**src/rtl/phys_xfer_pkg.sv**
```systemverilog
package phys_xfer_pkg;
  localparam int XFER_BYTE_W = 8;
  typedef enum logic {XFER_LOAD = 1'b0, XFER_STORE = 1'b1} xfer_dir_e;
endpackage

```
**src/rtl/phys_xfer_addr.sv**
```systemverilog
// Builds one physical address per byte lane; the pointer increment is kept
// to PTR_W bits so a word never leaves its page.
module phys_xfer_addr #(
  parameter int BANK_W = 4,
  parameter int PTR_W  = 16,
  parameter int BYTES  = 2,
  localparam int ADDR_W = BANK_W + PTR_W
) (
  input  logic [BANK_W-1:0]             bank_i,
  input  logic [PTR_W-1:0]              ptr_i,
  output logic [BYTES-1:0][ADDR_W-1:0]  addr_o
);
  for (genvar k = 0; k < BYTES; k++) begin : g_lane
    logic [PTR_W-1:0] off;
    assign off       = ptr_i + PTR_W'(k);
    assign addr_o[k] = {bank_i, off};
  end
endmodule

```
**src/rtl/phys_xfer_seq.sv**
```systemverilog
// Cycle sequencer: a busy window of TOTAL clocks, one access slot per byte
// lane at odd phase boundaries, and a capture strobe one cycle after each.
module phys_xfer_seq #(
  parameter int TOTAL      = 10,
  parameter int BYTES      = 2,
  parameter int PHASE_CLKS = 2,
  localparam int CNT_W = $clog2(TOTAL + 1)
) (
  input  logic             clk,
  input  logic             rst,
  input  logic             start_i,
  output logic             busy_o,
  output logic             done_o,
  output logic             accept_o,
  output logic [BYTES-1:0] slot_o,
  output logic [BYTES-1:0] cap_o
);
  localparam logic [CNT_W-1:0] LAST = CNT_W'(TOTAL - 1);

  logic [CNT_W-1:0] cnt_q;
  logic             busy_q, done_q;

  assign accept_o = start_i && !busy_q;
  assign busy_o   = busy_q;
  assign done_o   = done_q;

  for (genvar k = 0; k < BYTES; k++) begin : g_slot
    // access k is on the bus when cnt = PHASE_CLKS*(2k+1); registered one earlier
    assign slot_o[k] = busy_q && (cnt_q == CNT_W'(PHASE_CLKS * (2 * k + 1) - 1));
    assign cap_o[k]  = busy_q && (cnt_q == CNT_W'(PHASE_CLKS * (2 * k + 1) + 1));
  end

  always_ff @(posedge clk) begin
    if (rst) begin
      busy_q <= 1'b0;
      done_q <= 1'b0;
      cnt_q  <= '0;
    end else begin
      done_q <= 1'b0;
      if (accept_o) begin
        busy_q <= 1'b1;
        cnt_q  <= '0;
      end else if (busy_q) begin
        if (cnt_q == LAST) begin
          busy_q <= 1'b0;
          done_q <= 1'b1;
          cnt_q  <= '0;
        end else begin
          cnt_q <= cnt_q + 1'b1;
        end
      end
    end
  end

  // busy window is not cut short
  a_r5_busy_holds: assert property (@(posedge clk) disable iff (rst)
    (busy_q && cnt_q != LAST) |=> busy_q);
  // done is a single-cycle pulse following the end of busy
  a_r5_done_pulse: assert property (@(posedge clk) disable iff (rst)
    done_q |-> (!busy_q && $past(busy_q)));
endmodule

```
**src/rtl/phys_word_xfer.sv**
```systemverilog
module phys_word_xfer #(
  parameter int BANK_W     = 4,
  parameter int PTR_W      = 16,
  parameter int BYTES      = 2,
  parameter int PHASES     = 5,
  parameter int PHASE_CLKS = 2,
  localparam int BYTE_W = phys_xfer_pkg::XFER_BYTE_W,
  localparam int DATA_W = BYTES * BYTE_W,
  localparam int ADDR_W = BANK_W + PTR_W,
  localparam int TOTAL  = PHASES * PHASE_CLKS
) (
  input  logic              clk,
  input  logic              rst,
  input  logic              start_i,
  input  logic              store_i,
  input  logic [PTR_W-1:0]  ptr_i,
  input  logic [BANK_W-1:0] bank_i,
  input  logic [DATA_W-1:0] st_data_i,
  output logic [DATA_W-1:0] ld_data_o,
  output logic              busy_o,
  output logic              done_o,
  output logic              mem_en_o,
  output logic              mem_we_o,
  output logic [ADDR_W-1:0] mem_addr_o,
  output logic [BYTE_W-1:0] mem_wdata_o,
  input  logic [BYTE_W-1:0] mem_rdata_i
);
  import phys_xfer_pkg::*;

  logic                            accept;
  logic [BYTES-1:0]                slot, cap;
  logic [BANK_W-1:0]               bank_q;
  logic [PTR_W-1:0]                ptr_q;
  logic [DATA_W-1:0]               wdata_q, load_q;
  xfer_dir_e                       dir_q;
  logic [BYTES-1:0][ADDR_W-1:0]    lane_addr;
  logic                            en_q, we_q;
  logic [ADDR_W-1:0]               addr_q;
  logic [BYTE_W-1:0]               wbyte_q;

  phys_xfer_seq #(.TOTAL(TOTAL), .BYTES(BYTES), .PHASE_CLKS(PHASE_CLKS)) u_seq (
    .clk(clk), .rst(rst), .start_i(start_i),
    .busy_o(busy_o), .done_o(done_o), .accept_o(accept),
    .slot_o(slot), .cap_o(cap)
  );

  phys_xfer_addr #(.BANK_W(BANK_W), .PTR_W(PTR_W), .BYTES(BYTES)) u_addr (
    .bank_i(bank_q), .ptr_i(ptr_q), .addr_o(lane_addr)
  );

  // operand capture at acceptance only
  always_ff @(posedge clk) begin
    if (rst) begin
      bank_q  <= '0;
      ptr_q   <= '0;
      wdata_q <= '0;
      dir_q   <= XFER_LOAD;
    end else if (accept) begin
      bank_q  <= bank_i;
      ptr_q   <= ptr_i;
      wdata_q <= st_data_i;
      dir_q   <= store_i ? XFER_STORE : XFER_LOAD;
    end
  end

  // registered memory port, lane order low to high
  always_ff @(posedge clk) begin
    if (rst) begin
      en_q    <= 1'b0;
      we_q    <= 1'b0;
      addr_q  <= '0;
      wbyte_q <= '0;
    end else begin
      en_q <= 1'b0;
      we_q <= 1'b0;
      for (int k = 0; k < BYTES; k++) begin
        if (slot[k]) begin
          en_q    <= 1'b1;
          we_q    <= (dir_q == XFER_STORE);
          addr_q  <= lane_addr[k];
          wbyte_q <= wdata_q[k*BYTE_W +: BYTE_W];
        end
      end
    end
  end

  // load assembly: read byte k arrives the cycle after access k
  always_ff @(posedge clk) begin
    if (rst) begin
      load_q <= '0;
    end else if (dir_q == XFER_LOAD) begin
      for (int k = 0; k < BYTES; k++) begin
        if (cap[k]) load_q[k*BYTE_W +: BYTE_W] <= mem_rdata_i;
      end
    end
  end

  assign mem_en_o    = en_q;
  assign mem_we_o    = we_q;
  assign mem_addr_o  = addr_q;
  assign mem_wdata_o = wbyte_q;
  assign ld_data_o   = load_q;

  // accesses only inside a transfer
  a_r6_access_in_busy: assert property (@(posedge clk) disable iff (rst)
    mem_en_o |-> busy_o);
  // writes only for stores
  a_r4_write_is_store: assert property (@(posedge clk) disable iff (rst)
    mem_we_o |-> (mem_en_o && dir_q == XFER_STORE));
  // every access stays in the latched bank
  a_r2_bank_fixed: assert property (@(posedge clk) disable iff (rst)
    mem_en_o |-> (mem_addr_o[ADDR_W-1:PTR_W] == bank_q));
  // operands stay put while busy
  a_r7_operands_stable: assert property (@(posedge clk) disable iff (rst)
    (busy_o && start_i) |=> ($stable(ptr_q) && $stable(bank_q) && $stable(wdata_q)));
  // a store does not disturb the load result
  a_r9_store_keeps_load: assert property (@(posedge clk) disable iff (rst)
    (busy_o && dir_q == XFER_STORE) |=> $stable(ld_data_o));
endmodule

```
**config.mk**
```make
export PLATFORM = sky130hd
export DESIGN_NAME = phys_word_xfer
export DESIGN_NICKNAME = d
export VERILOG_FILES = /design/src/rtl/phys_xfer_pkg.sv /design/src/rtl/phys_xfer_addr.sv /design/src/rtl/phys_xfer_seq.sv /design/src/rtl/phys_word_xfer.sv
export SDC_FILE = /design/constraint.sdc
export NUM_CORES = 1
export LEC_CHECK = 0
export ABC_AREA = 1
export BUFFER_PORTS_ARGS = -buffer_cell sky130_fd_sc_hd__buf_2
export CAP_MARGIN = 30
export CELL_PAD_IN_SITES_DETAIL_PLACEMENT = 1
export CELL_PAD_IN_SITES_GLOBAL_PLACEMENT = 1
export CORE_MARGIN = 10
export CORE_UTILIZATION = 37
export DETAILED_ROUTE_END_ITERATION = 10
export PLACE_DENSITY_LB_ADDON = 0.25
export SYNTH_ARGS = -nofsm -noshare
export SYNTH_HDL_FRONTEND = slang
export SYNTH_SLANG_ARGS = --single-unit
```
**constraint.sdc**
```tcl
create_clock -name clk -period 1.75 [get_ports clk]
set_clock_uncertainty 0.15 [all_clocks]
set_input_delay 0.35 -clock clk [delete_from_list [all_inputs] [get_ports clk]]
set_output_delay 0.35 -clock clk [all_outputs]
set_load 0.05 [all_outputs]
```
==> flow_metrics.py, run 1 <==
metrics = {
    "worst_setup_path": {
        "cell_with_the_largest_stage_delay_on_the_worst_path": "sky130_fd_sc_hd__dfxtp_2",
        "cp_max_fo": 9,
        "critical_path_arrival_ns": 1.09,
        "path_buf_inv": 1,
        "path_class": "flip-flop to output pin",
        "timing.critical_path.to_type": "output pin",
        "worstSetupStartpointType": "flip-flop",
        "max_stage_delay_ns": 0.42,
        "cp_top_family": "flip-flops",
        "timing.critical_path.cells": "buf_2",
        "crit_required_ns": 1.25,
    },
    "logic_synthesis": {
        "synth.most_common_cell": "sky130_fd_sc_hd__nor2_1",
        "number_of_enable_flip_flop_cells_after_synthesis": 0,
        "yosys.area.top_type_share_pct": 49.1,
        "synthesis.area_sq_mm": 0.00363,
        "synthArstFlopShare_pct": 0,
        "post_synth_inst_count": 501,
        "synth.area.top_cells": "sky130_fd_sc_hd__dfxtp_1 49%, sky130_fd_sc_hd__nor2_1 13%, sky130_fd_sc_hd__o21ai_0 10%, sky130_fd_sc_hd__nand2_1 5.6%, sky130_fd_sc_hd__inv_1 4.3%",
        "synth_seq_cells": 89,
        "syn_nets": 550,
        "cell_accounting_for_the_most_synthesized_area": "sky130_fd_sc_hd__dfxtp_1",
        "ys.warnings.count": 0,
        "count_of_cell_types_in_the_netlist": 27,
        "synth-main-ff-cell": "sky130_fd_sc_hd__dfxtp_1",
        "synth.yosys.seq_area_share_pct": 49.1,
        "synthTopCellsByCount": "128 x sky130_fd_sc_hd__nor2_1, 89 x sky130_fd_sc_hd__dfxtp_1, 73 x sky130_fd_sc_hd__o21ai_0",
        "syn_area_per_cell_sq_um": 7.24,
    },
    "place": {
        "rd_place_congestion": 0.815,
        "port-buffer-count": 95,
        "dp_hpwl_um": 8020,
        "placement.setup.worst_slack_ns": 0.105,
    },
    "floorplanning": {
        "die_width_um": 119,
        "floorplan.initialDensity_pct": 37.6,
        "die_y_um": 119,
        "rows": 36,
        "die_area_sq_mm": 0.0142,
        "io-pin-count": 96,
        "core_area_sq_mm": 0.00964,
    },
    "grt": {
        "grt_util_all_layers_pct": 15.2,
        "grt_pass1_vias": 3708,
        "grt_max_degree": 55,
        "global_route.overflow_total": 0,
        "global_route_wire_length_before_repair_um": 17800,
        "antenna_found_initial": 2,
    },
    "sta": {
        "setup_viol": 0,
        "rsz0062_at_grt": "no",
        "final_max_slew_viol_count": 0,
        "layout_setup_ws_ns": 0.156,
        "f_max_mhz": 627,
        "final_hold_viol_count": 0,
        "fin_setup_tns_ns": 0,
        "slew-limit-headroom_pct": 73.2,
        "post-route-period-util_pct": 91.1,
        "tightestPinTransition_ns": 0.402,
        "layout_min_cycle_time_ns": 1.59,
    },
    "final_layout": {
        "final_layout_size_suffix_gt1_share_pct": 23.0,
        "design.final.nets": 643,
        "antennaDiodeCount": 0,
        "area_growth_pct": 23.3,
        "fillCellCount": 1292,
        "final_core_util_pct": 46.4,
    },
    "detailed_routing": {
        "via_per_inst": 4.82,
        "detailedRoute.firstIterationViolations": 132,
        "wire_per_inst_um": 14.6,
        "drt_pass1_iterations": 4,
        "route.vias.total": 3526,
        "remaining_drcs": 0,
        "postRouteWirelength_um": 10700,
        "ant_nets": 0,
    },
    "cts": {
        "post-cts-setup-buffers": 0,
        "ctsRootBufferMaster": "sky130_fd_sc_hd__clkbuf_8",
        "cts_tree": "done",
        "worst_setup_hold_path_clk_slew_ns": 0.09,
        "cts-root-to-sink-buffers": 2,
        "cts_buf_count": 9,
        "worst_skew_late_latency_ns": 0.38,
        "cts.htree.levels": 3,
        "cts.sink_count": 89,
    },
    "min_path": {
        "min-delay-path-class": "primary input to flip-flop",
    },
    "flow_run": {
        "max_cap_violations": 0,
    },
    "power_and_ir_drop": {
        "design_power_total_w": 0.00398,
        "worst_ir_drop_vdd_uv": 552,
        "leakage_nw": 2.08,
        "power.density_cell_area_mw_per_mm2": 890,
    },
    "run_status": {
        "status": "finished clean",
    },
}
state kept, by name, indices dropped and copies added, names as in the netlist:
signal,flops
u_seq.done_o,1
ptr_q,16
ld_data_o,16
bank_q,4
mem_we_o,1
u_seq.busy_o,1
mem_en_o,1
wdata_q,16
dir_q,1
mem_addr_o,20
u_seq.cnt_q,4
mem_wdata_o,8
timing repair:
| action | CTS | global route |
|---|---|---|
| hold buffers | 0 | 0 |
| endpoints found under the setup margin | 0 | 35 |
| gates resized for setup | 0 | 8 |
cell usage in the layout (no fill, tap or decap), drive strengths merged, types with 8 or more instances in the layout:
cell    synthesis  final
nor2          133    133
buf            10    106
dfxtp          89     89
o21ai          80     80
nand2          56     56
inv            43     43
a21oi          29     29
nand3          20     20
clkbuf         14     11
o22ai           9      9
nor3            8      8
worst register-to-register path, cell delays in order, from the launching register on:
cell and delay (ns):
sky130_fd_sc_hd__dfxtp_1 0.41, sky130_fd_sc_hd__nand2_1 0.14, sky130_fd_sc_hd__nor2_1 0.20, sky130_fd_sc_hd__nand3_2 0.23, sky130_fd_sc_hd__clkinvlp_4 0.23, sky130_fd_sc_hd__nor2_1 0.06, sky130_fd_sc_hd__nor2_1 0.10
where the power goes:
part	total [W]	internal [W]	switching, W
Combinational	0.000452	0.000158	0.000294
Sequential	0.00220	0.00212	0.0000771
Clock	0.00133	0.000565	0.000763
Total	0.00398	0.00284	0.00113
stage by stage:
stage / hold slack, ns / cells / area, sq um
after floorplan: 0.294 / 501 / 3630
after detailed placement: 0.321 / 716 / 4270
after global placement: 0.309 / 716 / 4270
after global routing: 0.0529 / 732 / 4470
after CTS: 0.0386 / 732 / 4450
final: 0.0555 / 732 / 4470
logic make-up after synthesis:
kind of cell    count (synthesis)  synth area share [%]
simple gates                  221                  25.2
compound gates                118                  16.6
fa+ha+maj                       1                 0.345
xor+xnor                        4                 0.966
buf+inv                        68                  7.73
flops                          89                  49.1
worst paths after layout:
kind	endpoint	cells past startpoint	slack, ns	startpoint
max	busy_o	1	0.16	u_seq.busy_o
min	ld_data_o[15]	3	0.06	mem_rdata_i[7]
max reg2reg	ld_data_o[0]	6	0.17	u_seq.cnt_q[0]
min reg2reg	ld_data_o[4]	2	0.34	ld_data_o[4]
routing by layer:
metal	part of all wire [%]	track usage, %	vias up	routed length (um)
met4	1.2	4.89	2	124
met2	47	25.5	73	5060
met5	0.12	0	-	13
met1	45	17.3	1642	4810
met3	6.1	6.19	15	648
li1	-	-	1794	-
layout make-up:
cell class / count / area [sq um] / area share (%)
flip-flops and latches: 89 / 1790 / 39.9
multi-input cells: 344 / 1590 / 35.5
repair buffers: 106 / 583 / 13.0
inverters: 44 / 169 / 3.78
well taps: 133 / 166 / 3.72
clock buffers: 11 / 141 / 3.16
clock inverters: 5 / 40.0 / 0.895
Power figures use the tool's default switching activity.
==> inputs of run 2 (changes only) <==
--- a/config.mk
+++ b/config.mk
@@ -14,6 +14,8 @@
 export CORE_UTILIZATION = 37
 export DETAILED_ROUTE_END_ITERATION = 10
 export PLACE_DENSITY_LB_ADDON = 0.25
+export RECOVER_POWER = 50
+export REMOVE_ABC_BUFFERS = 1
 export SYNTH_ARGS = -nofsm -noshare
 export SYNTH_HDL_FRONTEND = slang
 export SYNTH_SLANG_ARGS = --single-unit
==> flow_metrics.py, run 2 (synthesis results as in run 1) <==
metrics = {
    "worst_setup_path": {
        "max_stage_delay_ns": 0.38,
        "worstSetupStartpointType": "flip-flop",
        "timing.critical_path.cells": "buf_4 > clkbuf_4",
        "timing.critical_path.to_type": "output pin",
        "critical_path_arrival_ns": 1.12,
        "cp_max_fo": 5,
        "cell_with_the_largest_stage_delay_on_the_worst_path": "sky130_fd_sc_hd__dfxtp_2",
        "path_class": "flip-flop to output pin",
        "crit_required_ns": 1.25,
    },
    "grt": {
        "global_route_wire_length_before_repair_um": 18100,
        "global_route.overflow_total": 0,
        "grt_max_degree": 73,
        "grt_util_all_layers_pct": 15.3,
        "antenna_found_initial": 0,
        "grt_pass1_vias": 3815,
    },
    "detailed_routing": {
        "via_per_inst": 4.81,
        "ant_nets": 0,
        "remaining_drcs": 0,
        "postRouteWirelength_um": 10500,
        "drt_pass1_iterations": 4,
        "detailedRoute.firstIterationViolations": 126,
        "wire_per_inst_um": 14.4,
        "route.vias.total": 3526,
    },
    "place": {
        "port-buffer-count": 95,
        "placement.setup.worst_slack_ns": 0.0392,
        "dp_hpwl_um": 7630,
        "rd_place_congestion": 0.881,
        "placed_area_sq_mm": 0.00429,
    },
    "floorplanning": {
        "die_area_sq_mm": 0.0142,
        "die_y_um": 119,
        "die_width_um": 119,
        "rows": 36,
        "core_area_sq_mm": 0.00964,
        "floorplan.initialDensity_pct": 37.6,
        "io-pin-count": 96,
    },
    "final_layout": {
        "mostFrequentLayoutCells": "127 x sky130_fd_sc_hd__nor2_1, 87 x sky130_fd_sc_hd__dfxtp_1, 73 x sky130_fd_sc_hd__o21ai_0",
        "final_layout_size_suffix_gt1_share_pct": 22.8,
        "multi_input_area_sq_mm": 0.00159,
        "design.final.nets": 644,
        "final_core_util_pct": 47.1,
        "fillCellCount": 1310,
        "fin_area_sq_mm": 0.00454,
        "seqCellArea_sq_mm": 0.00178,
        "area_growth_pct": 25.2,
        "antennaDiodeCount": 0,
        "most_common_library_cell_in_the_layout_ignoring_fill_and_taps": "sky130_fd_sc_hd__nor2_1",
        "max_reg_flops": 20,
    },
    "sta": {
        "rsz0062_at_grt": "no",
        "final_hold_viol_count": 0,
        "layout_setup_ws_ns": 0.135,
        "slew-limit-headroom_pct": 78.6,
        "final_max_slew_viol_count": 0,
        "fin_setup_tns_ns": 0,
        "post-route-period-util_pct": 92.3,
        "f_max_mhz": 619,
        "tightestPinTransition_ns": 0.321,
        "setup_viol": 0,
        "layout_min_cycle_time_ns": 1.62,
    },
    "cts": {
        "cts-root-to-sink-buffers": 2,
        "cts_tree": "done",
        "worst_skew_late_latency_ns": 0.36,
        "cts.htree.levels": 3,
        "cts_buf_count": 9,
        "worst_setup_hold_path_clk_slew_ns": 0.08,
        "ctsRootBufferMaster": "sky130_fd_sc_hd__clkbuf_8",
        "postCtsHoldBufs": 0,
        "cts.sink_count": 89,
    },
    "power_and_ir_drop": {
        "design_power_total_w": 0.00428,
        "power.density_cell_area_mw_per_mm2": 942,
        "worst_ir_drop_vdd_uv": 432,
        "leakage_nw": 2.10,
    },
    "flow_run": {
        "max_cap_violations": 0,
    },
    "run_status": {
        "status": "finished clean",
    },
    "min_path": {
        "min-delay-path-class": "primary input to flip-flop",
    },
}
[run 2: cell count changes in the layout (fill, tap and decap cells not counted), sizes merged]
cell,previous run,this run
clkbuf,11,35
buf,106,84
bufinv,0,2
clkinv,3,1
clkinvlp,3,2
[run 2: power breakdown]
group | internal, W | total (W) | switching (W)
clock network | 0.000884 | 0.00162 | 0.000739
registers | 0.00212 | 0.00219 | 0.0000735
logic | 0.000162 | 0.000460 | 0.000298
total | 0.00317 | 0.00428 | 0.00111
[run 2: what timing repair did]
item	4_1_cts	5_1_grt
hold endpoints to repair	0	0
resized for setup	0	8
endpoints found under the setup margin	0	10
setup buffers	0	0
[run 2: worst paths after layout]
kind / start / end / slack (ns) / cells past startpoint
max: u_seq.busy_o / busy_o / 0.13 / 2
min: mem_rdata_i[6] / ld_data_o[14] / 0.08 / 3
max reg2reg: u_seq.cnt_q[1] / mem_wdata_o[1] / 0.15 / 6
min reg2reg: ptr_q[15] / ptr_q[15] / 0.33 / 2
[run 2: layer usage]
layer	global-route usage, %	part of all wire, %	vias to the layer above
met3	3.83	3.9	18
met2	24.7	45	71
met4	7.33	2.5	0
met1	18.7	49	1638
met5	0	0	-
li1	-	-	1799
[run 2: layout make-up]
type	instances	area share (%)
clock inverters	4	1.65
inverters	44	3.64
clock buffers	12	3.42
multi-input cells	344	35.0
well taps	133	3.67
flip-flops and latches	89	39.3
repair buffers	107	13.3
[run 2: worst max-delay path: cells and delay by family, from the launching register on]
kind	cells	cell delay (ns)
flip-flops	1	0.38
buffers and inverters	2	0.38
[run 2: through the flow]
stage               std cells  hold WS, ns
floorplan                 477        0.269
CTS                       733       0.0652
global placement          717        0.305
finish                    733       0.0823
global route              733       0.0788
detailed placement        717        0.321
==> inputs of run 3 (changes only) <==
--- a/config.mk
+++ b/config.mk
@@ -8,10 +8,9 @@
 export ABC_AREA = 1
 export BUFFER_PORTS_ARGS = -buffer_cell sky130_fd_sc_hd__buf_2
 export CAP_MARGIN = 30
-export CELL_PAD_IN_SITES_DETAIL_PLACEMENT = 1
-export CELL_PAD_IN_SITES_GLOBAL_PLACEMENT = 1
 export CORE_MARGIN = 10
-export CORE_UTILIZATION = 37
+export CORE_UTILIZATION = 52
+export CTS_CLUSTER_DIAMETER = 80
 export DETAILED_ROUTE_END_ITERATION = 10
 export PLACE_DENSITY_LB_ADDON = 0.25
 export RECOVER_POWER = 50
==> flow_metrics.py, run 3 (synthesis results as in run 1) <==
metrics = {
    "run_status": {
        "status": "finished clean",
    },
    "floorplanning": {
        "die_width_um": 104,
        "rows": 30,
        "core_area_sq_mm": 0.00679,
        "die_y_um": 104,
        "die_area_sq_mm": 0.0107,
        "floorplan.initialDensity_pct": 53.4,
        "io-pin-count": 96,
    },
    "final_layout": {
        "area_growth_pct": 22.6,
        "design.final.nets": 647,
        "antennaDiodeCount": 0,
        "final_layout_size_suffix_gt1_share_pct": 22.4,
        "mostFrequentLayoutCells": "127 x sky130_fd_sc_hd__nor2_1, 87 x sky130_fd_sc_hd__dfxtp_1, 73 x sky130_fd_sc_hd__o21ai_0",
        "fin_area_sq_mm": 0.00445,
        "max_reg_flops": 20,
        "most_common_library_cell_in_the_layout_ignoring_fill_and_taps": "sky130_fd_sc_hd__nor2_1",
    },
    "min_path": {
        "worst_hold_path.num_cells": 3,
        "min-delay-start": "mem_rdata_i[3]",
        "holdPathEnd": "ld_data_o[11]",
        "min-delay-path-class": "primary input to flip-flop",
    },
    "detailed_routing": {
        "drt_pass1_iterations": 4,
        "remaining_drcs": 0,
        "wire_per_inst_um": 12.5,
        "via_per_inst": 4.83,
        "detailedRoute.firstIterationViolations": 124,
        "route.vias.total": 3374,
        "ant_nets": 0,
        "postRouteWirelength_um": 8760,
    },
    "power_and_ir_drop": {
        "power.density_cell_area_mw_per_mm2": 895,
        "worst_ir_drop_vdd_uv": 528,
        "design_power_total_w": 0.00398,
        "leakage_nw": 2.06,
    },
    "worst_setup_path": {
        "depth_of_the_most_critical_reg_to_reg_path": 6,
        "worstSetupStartpointType": "flip-flop",
        "timing.critical_path.to_type": "flip-flop",
        "cp_max_fo": 9,
        "path_class": "flip-flop to flip-flop",
        "regToRegSetupSlack_ns": 0.16,
        "critical_path.reg2reg.startpoint": "u_seq.cnt_q[1]",
        "critical_path_arrival_ns": 1.70,
        "crit_required_ns": 1.86,
        "r2r-end": "mem_wdata_o[1]",
    },
    "grt": {
        "global_route_wire_length_before_repair_um": 14700,
        "grt_pass1_vias": 3198,
        "use_met3_pct": 4.71,
        "grt-busiest-layer": "met2",
        "antenna_found_initial": 0,
        "globalRouteMet2Util_pct": 24.9,
        "grt_util_all_layers_pct": 16.0,
        "globalRouteMet1Util_pct": 20.5,
        "global_route.overflow_total": 0,
        "grt_max_degree": 38,
    },
    "place": {
        "port-buffer-count": 95,
        "placed_area_sq_mm": 0.00426,
        "dp_hpwl_um": 6470,
        "rd_place_congestion": 0.879,
    },
    "sta": {
        "final_hold_viol_count": 0,
        "layout_min_cycle_time_ns": 1.59,
        "f_max_mhz": 629,
        "slew-limit-headroom_pct": 72.4,
        "final_max_slew_viol_count": 0,
        "setup_viol": 0,
        "tightestPinTransition_ns": 0.414,
        "rsz0062_at_grt": "no",
        "post-route-period-util_pct": 90.8,
    },
    "cts": {
        "cts_tree": "done",
        "worst_setup_hold_path_clk_slew_ns": 0.08,
        "cts_buf_count": 9,
        "ctsRootBufferMaster": "sky130_fd_sc_hd__clkbuf_8",
        "postCtsHoldBufs": 0,
        "postCtsResizedCells": 0,
        "post-cts-setup-buffers": 0,
        "worst_skew_late_latency_ns": 0.34,
        "cts.sink_count": 89,
        "cts-root-to-sink-buffers": 2,
        "cts.htree.levels": 3,
    },
    "flow_run": {
        "max_cap_violations": 0,
    },
}
## run 3: cell types whose count changed in the layout (fill, tap and decap cells not counted), sizes merged
cell	before	now
buf	84	60
bufinv	2	1
inv	43	44
clkinvlp	2	1
clkbuf	35	60
clkinv	1	3
## run 3: worst max path at each step
| stage | slack (ns) | from | end | cells past startpoint |
|---|---|---|---|---|
| floorplan | -1.05 | u_seq.busy_o | bank_q[0] | 5 |
| finish | 0.16 | u_seq.cnt_q[1] | mem_wdata_o[1] | 6 |
| global route | 0.02 | u_seq.cnt_q[1] | mem_wdata_o[1] | 6 |
| CTS | 0.04 | u_seq.busy_o | mem_addr_o[10] | 9 |
| detailed placement | 0.04 | u_seq.busy_o | mem_addr_o[10] | 9 |
| global placement | 0.13 | u_seq.busy_o | mem_addr_o[10] | 9 |
## run 3: critical path: stages, from the launching register on
cell and delay, ns:
sky130_fd_sc_hd__dfxtp_1 0.34, sky130_fd_sc_hd__inv_1 0.11, sky130_fd_sc_hd__nand3_1 0.15, sky130_fd_sc_hd__nor2_1 0.26, sky130_fd_sc_hd__buf_4 0.24, sky130_fd_sc_hd__o22ai_1 0.09, sky130_fd_sc_hd__a21oi_1 0.16
## run 3: stage by stage
stage / util [%] / cells / hold slack [ns] / setup slack [ns] / TNS [ns]
after floorplan: - / 477 / 0.269 / -1.05 / -54.16
after global placement: 62.7 / 683 / 0.305 / 0.129 / 0
after detailed placement: 62.7 / 683 / 0.320 / 0.0437 / 0
after CTS: 65.4 / 698 / 0.0816 / 0.0357 / 0
after global routing: 65.4 / 698 / 0.0865 / 0.0213 / 0
final: 65.4 / 698 / 0.0926 / 0.161 / 0
## run 3: layout make-up
type	count	area [sq um]
fillers	643	2350
flip-flops and latches	89	1780
clock inverters	5	56.3
repair buffers	110	617
clock buffers	10	128
well taps	96	120
multi-input cells	344	1580
inverters	44	165
## run 3: metal layers
layer  share of wire (%)  wire length (um)  vias up
met5                   0                 0        -
met4                0.70                61        0
met3                 6.0               529        7
met2                  46              4000       73
met1                  48              4160     1484
li1                    -                 -     1810
## run 3: where the power goes
group | total, W | switching, W | internal (W)
registers | 0.00219 | 0.0000707 | 0.00212
clock network | 0.00135 | 0.000692 | 0.000653
logic | 0.000444 | 0.000282 | 0.000162
total | 0.00398 | 0.00104 | 0.00294
